### src/rtl/rgc_pkg.sv
package rgc_pkg;
  // Control register bit positions; software depends on them
  localparam int unsigned CTL_W       = 2;
  localparam int unsigned CTL_CONN_B  = 0;  // 0 = isolated
  localparam int unsigned CTL_RUN_B   = 1;  // 0 = held in reset

  typedef logic [CTL_W-1:0] ctl_t;

  localparam ctl_t CTL_RESET_VAL = '0;
endpackage

### src/rtl/rgc_rst_sync.sv
module rgc_rst_sync #(
  parameter int unsigned STAGES = 2
) (
  input  logic clk,
  input  logic arst,     // active-high asynchronous request
  output logic sync_act  // released synchronously
);
  logic [STAGES-1:0] chain_q;

  always_ff @(posedge clk or posedge arst) begin
    if (arst) chain_q <= '1;
    else      chain_q <= {chain_q[STAGES-2:0], 1'b0};
  end

  assign sync_act = chain_q[STAGES-1];
endmodule

### src/rtl/rgc_stretch.sv
module rgc_stretch #(
  parameter int unsigned MIN_CYC = 2
) (
  input  logic clk,
  input  logic rst_n,
  input  logic src,
  output logic active
);
  localparam int unsigned HOLD = MIN_CYC - 1;
  localparam int unsigned CW   = (MIN_CYC < 2) ? 1 : $clog2(MIN_CYC);

  logic [CW-1:0] cnt_q;

  always_ff @(posedge clk or negedge rst_n) begin
    if (!rst_n)              cnt_q <= CW'(HOLD);
    else if (src)            cnt_q <= CW'(HOLD);
    else if (cnt_q != '0)    cnt_q <= cnt_q - 1'b1;
  end

  assign active = src | (cnt_q != '0);
endmodule

### src/rtl/rgc_txn_cnt.sv
module rgc_txn_cnt #(
  parameter int unsigned CNT_W = 4
) (
  input  logic clk,
  input  logic rst_n,
  input  logic inc,
  input  logic dec,
  output logic zero
);
  localparam logic [CNT_W-1:0] CMAX = '1;

  logic [CNT_W-1:0] cnt_q;

  always_ff @(posedge clk or negedge rst_n) begin
    if (!rst_n) begin
      cnt_q <= '0;
    end else begin
      unique case ({inc, dec})
        2'b10:   if (cnt_q != CMAX) cnt_q <= cnt_q + 1'b1;
        2'b01:   if (cnt_q != '0)   cnt_q <= cnt_q - 1'b1;
        default: cnt_q <= cnt_q;
      endcase
    end
  end

  assign zero = (cnt_q == '0);
endmodule

### src/rtl/rst_gasket_ctrl.sv
module rst_gasket_ctrl
  import rgc_pkg::*;
#(
  parameter int unsigned NBUS    = 2,
  parameter int unsigned CNT_W   = 4,
  parameter int unsigned DW      = 32,
  parameter int unsigned MIN_CYC = 2,
  parameter int unsigned SYNC_N  = 2
) (
  input  logic            clk,
  input  logic            rst_n,
  input  logic            ext_rst_n,
  input  logic            cfg_busy,
  input  logic            ctl_we,
  input  logic [1:0]      ctl_wdata,
  output logic [1:0]      ctl_rdata,
  input  logic [NBUS-1:0] bus_req_fire,
  input  logic [NBUS-1:0] bus_rsp_fire,
  input  logic            host_acc_valid,
  output logic            host_acc_ready,
  input  logic [DW-1:0]   host_acc_data,
  output logic            mac_acc_valid,
  input  logic            mac_acc_ready,
  output logic [DW-1:0]   mac_acc_data,
  output logic            macro_rst,
  output logic            iso_en,
  output logic            macro_ready,
  output logic            bus_idle,
  output logic            pwr_down_req
);
  // Control register
  ctl_t ctl_q;

  always_ff @(posedge clk or negedge rst_n) begin
    if (!rst_n)      ctl_q <= CTL_RESET_VAL;
    else if (ctl_we) ctl_q <= ctl_t'(ctl_wdata);
  end

  assign ctl_rdata = ctl_q;
  assign iso_en    = ~ctl_q[CTL_CONN_B];

  // Asynchronous sources: assert at once, release through the synchronizer
  logic raw_async, sync_act;
  assign raw_async = ~rst_n | ~ext_rst_n | cfg_busy;

  rgc_rst_sync #(.STAGES(SYNC_N)) u_sync (
    .clk     (clk),
    .arst    (raw_async),
    .sync_act(sync_act)
  );

  // Synchronous sources combined, then stretched
  logic src_any, stretched;
  assign src_any = sync_act | ~ctl_q[CTL_RUN_B] | ~ctl_q[CTL_CONN_B];

  rgc_stretch #(.MIN_CYC(MIN_CYC)) u_stretch (
    .clk   (clk),
    .rst_n (rst_n),
    .src   (src_any),
    .active(stretched)
  );

  assign macro_rst   = raw_async | stretched;
  assign macro_ready = ~macro_rst;

  // Host-to-macro channel gated by readiness
  assign mac_acc_valid  = host_acc_valid & macro_ready;
  assign host_acc_ready = mac_acc_ready  & macro_ready;
  assign mac_acc_data   = host_acc_data;

  // Outstanding-transaction tracking, one counter per bus
  logic [NBUS-1:0] bus_zero;

  for (genvar b = 0; b < NBUS; b++) begin : g_bus
    rgc_txn_cnt #(.CNT_W(CNT_W)) u_cnt (
      .clk  (clk),
      .rst_n(rst_n),
      .inc  (bus_req_fire[b]),
      .dec  (bus_rsp_fire[b]),
      .zero (bus_zero[b])
    );
  end

  assign bus_idle = &bus_zero;

  // Power-down request: set when quiesced, held until reconnect
  logic pd_q;

  always_ff @(posedge clk or negedge rst_n) begin
    if (!rst_n)       pd_q <= 1'b0;
    else if (!iso_en) pd_q <= 1'b0;
    else              pd_q <= pd_q | (macro_rst & bus_idle);
  end

  assign pwr_down_req = pd_q & iso_en;
endmodule

### config.mk
export PLATFORM = sky130hd
export DESIGN_NAME = rst_gasket_ctrl
export DESIGN_NICKNAME = d
export VERILOG_FILES = /design/src/rtl/rgc_pkg.sv /design/src/rtl/rgc_rst_sync.sv /design/src/rtl/rgc_stretch.sv /design/src/rtl/rgc_txn_cnt.sv /design/src/rtl/rst_gasket_ctrl.sv
export SDC_FILE = /design/constraint.sdc
export NUM_CORES = 1
export LEC_CHECK = 0
export BUFFER_PORTS_ARGS = -buffer_cell sky130_fd_sc_hd__buf_2
export CORE_ASPECT_RATIO = 0.7
export CORE_MARGIN = 4
export CORE_UTILIZATION = 26
export DETAILED_ROUTE_END_ITERATION = 6
export SETUP_SLACK_MARGIN = 0.2
export SLEW_MARGIN = 10
export SYNTH_ARGS = -nofsm -noshare
export SYNTH_HDL_FRONTEND = slang
export SYNTH_HIERARCHICAL = 1
export SYNTH_SLANG_ARGS = --single-unit
export TNS_END_PERCENT = 5
### constraint.sdc
create_clock -name clk -period 2.95 [get_ports clk]
set_input_delay 0.1475 -clock clk [delete_from_list [all_inputs] [get_ports clk]]
set_output_delay 0.1475 -clock clk [all_outputs]
set_load 0.01 [all_outputs]
==> metrics.md, run 1 <==
| Metric | Value |
|---|---|
| Worst setup SP type | `flip-flop` |
| CTS H-Tree Depth | `1` |
| WP data arrival | `1.55 ns` |
| Antenna violations before repair | `0` |
| Sequential element share of the synthesized area | `between 30% and 40%` |
| Final hold vios | `2` |
| Largest net degree at the start of global routing | `15` |
| Synth area leader | `dfrtp_1` |
| First-pass GRT wire length | `2590 µm` |
| Status | `finished, violations left` |
| Failing checks | `hold timing` |
| Row count | `18` |
| HPWL after detailed placement | `between 1000 and 1500 µm` |
| Remaining global-route overflow | `0` |
| DRT iter0 DRCs | `6` |
| Worst Clk Skew | `0.00195 ns` |
| Via count | `596` |
| I/O pin total | `between 80 and 90` |
| Main synth FF type | `dfrtp_1` |
| Initial DRT Pass Iterations | `3` |
| Die Span Y | `about 60 µm` |
| Final net count | `between 100 and 150` |
| Number of remaining DRC errors | `0` |
| GR Util All Layers | `6.54%` |
| CTS Buf Count | `3` |
| Synth area leaders | `dfrtp_1 (27%), buf_4 (24%), dfstp_2 (7.8%), nor4_4 (4.2%), xnor2_1 (3.5%)` |
| Pwr/cell area | `around 750 nW/µm²` |
| Resized Gates After CTS | `0` |
| Post-Layout Inst Area | `slightly below 1000 µm²` |
| Worst hold slack | `-0.00126 ns` |
| Routability Congestion | `~0.74` |
| Final Util | `between 20% and 30%` |
| Starting Density | `between 20% and 30%` |
| Worst-Skew Late Latency | `0.24 ns` |
| Clock slew at reported path FFs | `~0.06 ns` |
| Synthesized area | `~1000 µm²` |
| Maximum VDD drop | `approximately 0.00028 V` |
| Postcts setup bufs | `0` |
| Area grow syn2layout | `-2.98%` |
| CP Capture Type | `output port` |
| Synth Instances | `99` |
| Hold WC Path Type | `in2async` |
| Final worst path period share | `between 50% and 60%` |
| Vias/cell | `about 4.2` |
| Die area | `about 5000 µm²` |
| Slew Viols, Final | `0` |
| CTS Sinks | `14` |
| CTS tree | `built` |
| RSZ-0062 raised after global routing | `false` |
| Final wirelength | `1440 µm` |
| Final Critical Period | `approximately 1.7 ns` |
| ANT cells | `0` |
| Pleak | `0.426 nW` |
| Antenna-violating nets left | `0` |
| WL/cell | `~10 µm` |
| Placed instance area | `913 µm²` |
| Fmax | `just under 600 MHz` |
| Post-Syn Area per Cell | `~10 µm²` |
| Top cell type's share of synthesized area | `between 20 and 30%` |
| Hold Buf Count CTS | `1` |
| Post-synth cell types | `26` |
| Fillers | `386` |
| Clk Tree Root Cell | `clkbuf_8` |
| Max-Cap Viols | `0` |
| Largest fanout on the critical path | `5` |
| Core area | `~3600 µm²` |
| Layout cell share with drive strength beyond 1 | `between 30% and 40%` |
| Yosys reg bits | `14` |
| Setup TNS | `0 ns` |
| Kind of critical path | `reg2out` |
| I/O Buffers | `21` |
| Net count after synthesis | `approximately 150` |
| Setup violators final | `0` |
| Vias in the first global route | `628` |
| EDFF count, synth | `0` |
| Post-synthesis async set-or-reset flop share | `100%` |
| Yosys warns | `6` |
| Required @ worst endpoint | `~2.8 ns` |
| R2R depth | `5` |
| Die width | `82.4 µm` |
| CTS max path bufs | `2` |
## cells in the mapped netlist (3+ instances only)
library cell / number
dfrtp_1: 11
inv_1: 5
and2_1: 3
nand3b_1: 3
buf_4: 32
dfstp_2: 3
o21ai_0: 3
nand2_1: 3
a31oi_1: 4
xnor2_1: 4
nor2b_1: 3
## cells by family after synthesis
group / synth area share (%)
AO/OA/AOI/OAI: 7.94
XOR/XNOR: 5.21
adder cells (fa/ha/maj): 2.48
buffers and inverters: 27.9
flip-flops: 35.1
multiplexers: 4.09
other: 0.372
AND/OR/NAND/NOR: 16.9
## area by class of cell
type                            instances  area [µm²]  area share (%)
Clock buffer                            4        55.1            5.63
Timing Repair Buffer                   22         115            11.8
Multi-Input combinational cell         46         373            38.1
Sequential cell                        14         354            36.2
Inverter                                5        18.8            1.92
Tap cell                               50        62.6            6.39
## registers in the layout, summed over array words and instances, names as in the netlist
register / flops
g_bus.u_cnt/cnt_q: 8
ctl_rdata: 2
pd_q: 1
u_stretch/cnt_q: 1
u_sync/chain_q: 2
## critical path, stage by stage, from the launching register on
cell,delay (ns)
dfstp_2,0.36
nand3b_1,0.15
or2_1,0.21
and4bb_2,0.34
and2_1,0.13
buf_2,0.12
## layer usage
layer  GRT usage (%)  routed length, µm
met5               0                  0
met1            8.46                691
met2            10.0                634
met3            3.01                112
met4            1.18                  4
## cells in the final DEF, fill, tap and decap left out
cell type / Yosys / final
nand4_1: 2 / 2
xnor2_1: 4 / 4
mux2_2: 1 / 1
inv_1: 5 / 5
buf_2: 0 / 21
clkbuf_8: 0 / 4
ha_1: 2 / 2
or2_1: 1 / 1
nand2b_1: 2 / 2
o21bai_1: 1 / 1
dlygate4sd3_1: 0 / 1
a31oi_1: 4 / 4
o31ai_1: 2 / 2
and4bb_2: 1 / 1
and2_1: 3 / 3
conb_1: 1 / 1
dfrtp_1: 11 / 11
xor2_1: 2 / 2
nand3b_1: 3 / 3
dfstp_2: 3 / 3
mux2_4: 2 / 2
nor2b_1: 3 / 3
o21ai_0: 3 / 3
nor4_1: 2 / 2
nor4_4: 2 / 2
o21ai_2: 2 / 2
nand2_1: 3 / 3
## power breakdown
group          switching (mW)  internal (mW)  total [mW]
Combinational          0.0767          0.117       0.194
Clock                  0.0638          0.118       0.182
Sequential              0.108          0.252       0.360
## through the flow
stage | setup slack [ns] | power, mW | cells
floorplan | 1.56 | 0.579 | 99
global placement | 1.53 | 0.545 | 136
detailed placement | 1.50 | 0.557 | 136
CTS | 1.24 | 0.745 | 141
global route | 1.11 | 0.795 | 141
finish | 1.26 | 0.735 | 141
## worst paths after layout
kind                                          from                      end  slack (ns)
hold / removal                           ext_rst_n        u_sync/chain_q[0]      -0.001
max in group asynchronous                    rst_n        u_sync/chain_q[1]        2.15
hold reg to reg                  u_sync/chain_q[0]        u_sync/chain_q[1]        0.35
setup / recovery                 u_sync/chain_q[1]            mac_acc_valid        1.26
setup reg to reg           g_bus[1].u_cnt/cnt_q[1]  g_bus[1].u_cnt/cnt_q[2]        1.49
min in group clk                      ctl_wdata[0]             ctl_rdata[0]        0.12
(Power assumes the default switching activity.)
==> inputs of run 2 (changes only) <==
==> constraint.sdc (replaced) <==
create_clock -name clk -period 1.6 [get_ports clk]
set_input_delay 0.08 -clock clk [delete_from_list [all_inputs] [get_ports clk]]
set_output_delay 0.08 -clock clk [all_outputs]
set_load 0.01 [all_outputs]
==> run 2 against run 1 <==
Effect of this change:
- the run ends with setup timing left
- power rose by 97%
- utilization rose by 1.9 points
- non-clock buffer count rose by 4
- first-iteration DRC count fell by 33%
- routed wire length rose by 13%
- clock power rose by 87%
- die area did not move
- final cell count rose by 2.8%
- sequential share of layout area fell by 1.9 points
- register-to-register slack got worse by 1.3 ns
- clock skew rose by 0.0013 ns
==> metrics.md, run 2 (synthesis results as in run 1) <==
| Metric | Value |
|---|---|
| Final Critical Period | `1.63 ns` |
| Initial DRT Pass Iterations | `4` |
| Largest fanout on the critical path | `5` |
| Layout cell share with drive strength beyond 1 | `between 50% and 60%` |
| Finished Layout Cells | `around 150` |
| RSZ-0062 raised after global routing | `true` |
| Worst hold slack | `between 0.01 and 0.015 ns` |
| CTS H-Tree Depth | `1` |
| Worst setup startpoint | `u_sync/chain_q[1]` |
| Launching point of the worst reg2reg path | `g_bus[1].u_cnt/cnt_q[1]` |
| Max-Cap Viols | `0` |
| Max reg flops | `8` |
| CTS Buf Count | `3` |
| Reg2reg setup slack | `roughly 0.16 ns` |
| HPWL after detailed placement | `about 1200 µm` |
| Vias in the first global route | `around 640` |
| Remaining global-route overflow | `0` |
| R2r endpoint | `g_bus[1].u_cnt/cnt_q[1]` |
| Largest net degree at the start of global routing | `14` |
| Top reg by flops | `g_bus.u_cnt/cnt_q` |
| Final wirelength | `~1600 µm` |
| CTS max path bufs | `2` |
| Fmax | `around 600 MHz` |
| Failing checks | `setup timing` |
| ANT cells | `0` |
| Antenna violations before repair | `0` |
| Worst Clk Skew | `0.00322 ns` |
| WL/cell | `11.2 µm` |
| Area grow syn2layout | `3.97%` |
| Final worst path period share | `102%` |
| Vias/cell | `approximately 4.2` |
| Routability Congestion | `slightly below 0.7` |
| Worst setup margin | `-0.0330 ns` |
| Starting Density | `27.8%` |
| Clk Tree Root Cell | `clkbuf_8` |
| Kind of critical path | `reg2out` |
| Pre-CTS WS | `0.162 ns` |
| Core area | `approximately 3600 µm²` |
| Required @ worst endpoint | `between 1.5 and 2 ns` |
| GR Util All Layers | `7.42%` |
| Critical Path Slowest Stage Cell | `dfstp_2` |
| Critical path cell sequence | `nand3b_1 -> or2_1 -> and4bb_2 -> and2_1 -> buf_2` |
| I/O Buffers | `21` |
| Total Power | `between 1 and 1.5 mW` |
| Final hold vios | `0` |
| Setup violators final | `2` |
| Die width | `around 82 µm` |
| Crit path largest cell delay | `between 0.3 and 0.4 ns` |
| Row count | `18` |
| Clock slew at reported path FFs | `0.06 ns` |
| Maximum VDD drop | `0.000584 V` |
| Pwr/cell area | `~1400 nW/µm²` |
| Most frequent cells in the layout | `buf_2 (21), dfrtp_1 (7), inv_1 (5)` |
| Die Span Y | `roughly 60 µm` |
| CTS tree | `built` |
| DRT iter0 DRCs | `4` |
| I/O pin total | `86` |
| Final net count | `~140` |
| Worst setup SP type | `flip-flop` |
| Worst-Skew Late Latency | `roughly 0.24 ns` |
| Antenna-violating nets left | `0` |
| WP data arrival | `~1.6 ns` |
| Pleak | `0.451 nW` |
| First-pass GRT wire length | `roughly 2800 µm` |
| Slew Viols, Final | `0` |
| Status | `finished, violations left` |
| Hold WC Path Type | `in2async` |
| Via count | `~600` |
| Die area | `between 4000 and 5000 µm²` |
| CP Capture Type | `output port` |
| Number of remaining DRC errors | `0` |
| CTS Sinks | `14` |
| Setup TNS | `-0.0646 ns` |
| Most common cell after layout, fill and taps aside | `buf_2` |
| Dpl cells | `about 140` |
| R2R depth | `3` |
==> run 2: layout make-up <==
class                           count  area, µm²
Clock buffer                        4       55.1
Multi-Input combinational cell     46        405
Inverter                            5       18.8
Timing Repair Buffer               26        148
Sequential cell                    14        359
Tap cell                           50       62.6
Fill cell                         359       2580
==> run 2: how the worst max path moves through the flow <==
stage | end | slack, ns | cells after the start
2_1_floorplan | g_bus[0].u_cnt/cnt_q[2] | 0.26 | 6
6_report | mac_acc_valid | -0.03 | 5
5_1_grt | host_acc_ready | -0.12 | 5
4_1_cts | mac_acc_valid | -0.04 | 5
3_5_place_dp | g_bus[0].u_cnt/cnt_q[2] | 0.16 | 5
3_3_place_gp | g_bus[1].u_cnt/cnt_q[2] | 0.18 | 5
==> run 2: per-stage QoR <==
stage          cell area [µm²]  util (%)
2_1_floorplan             1010         -
3_3_place_gp               921      25.4
3_5_place_dp               921      25.4
4_1_cts                   1020      28.0
5_1_grt                   1050      28.9
6_report                  1050      28.9
==> run 2: routing by layer <==
layer | share of wire, % | GRT usage, %
met3 | 9.0 | 4.22
met1 | 43 | 9.09
met2 | 48 | 11.2
met4 | 0.25 | 1.90
met5 | 0 | 0
==> run 2: worst max-delay path: cells and delay by family, from the launching register on <==
kind / cells / cell delay [ns]
buffers and inverters: 1 / 0.12
DFF: 1 / 0.35
and+or+nand+nor: 4 / 0.84
==> run 2: what timing repair did <==
item                       in CTS  in global routing
hold buffers                    2                  0
hold endpoints to repair       14                  0
pin swaps                       5                  9
setup endpoints to repair       8                 10
resized for setup               4                  6
buffers inserted                2                  0
==> run 2: report_power, final <==
part	total (mW)	switching [mW]	internal (mW)
clock network	0.340	0.123	0.218
registers	0.692	0.217	0.475
logic	0.419	0.163	0.257
total	1.45	0.502	0.949
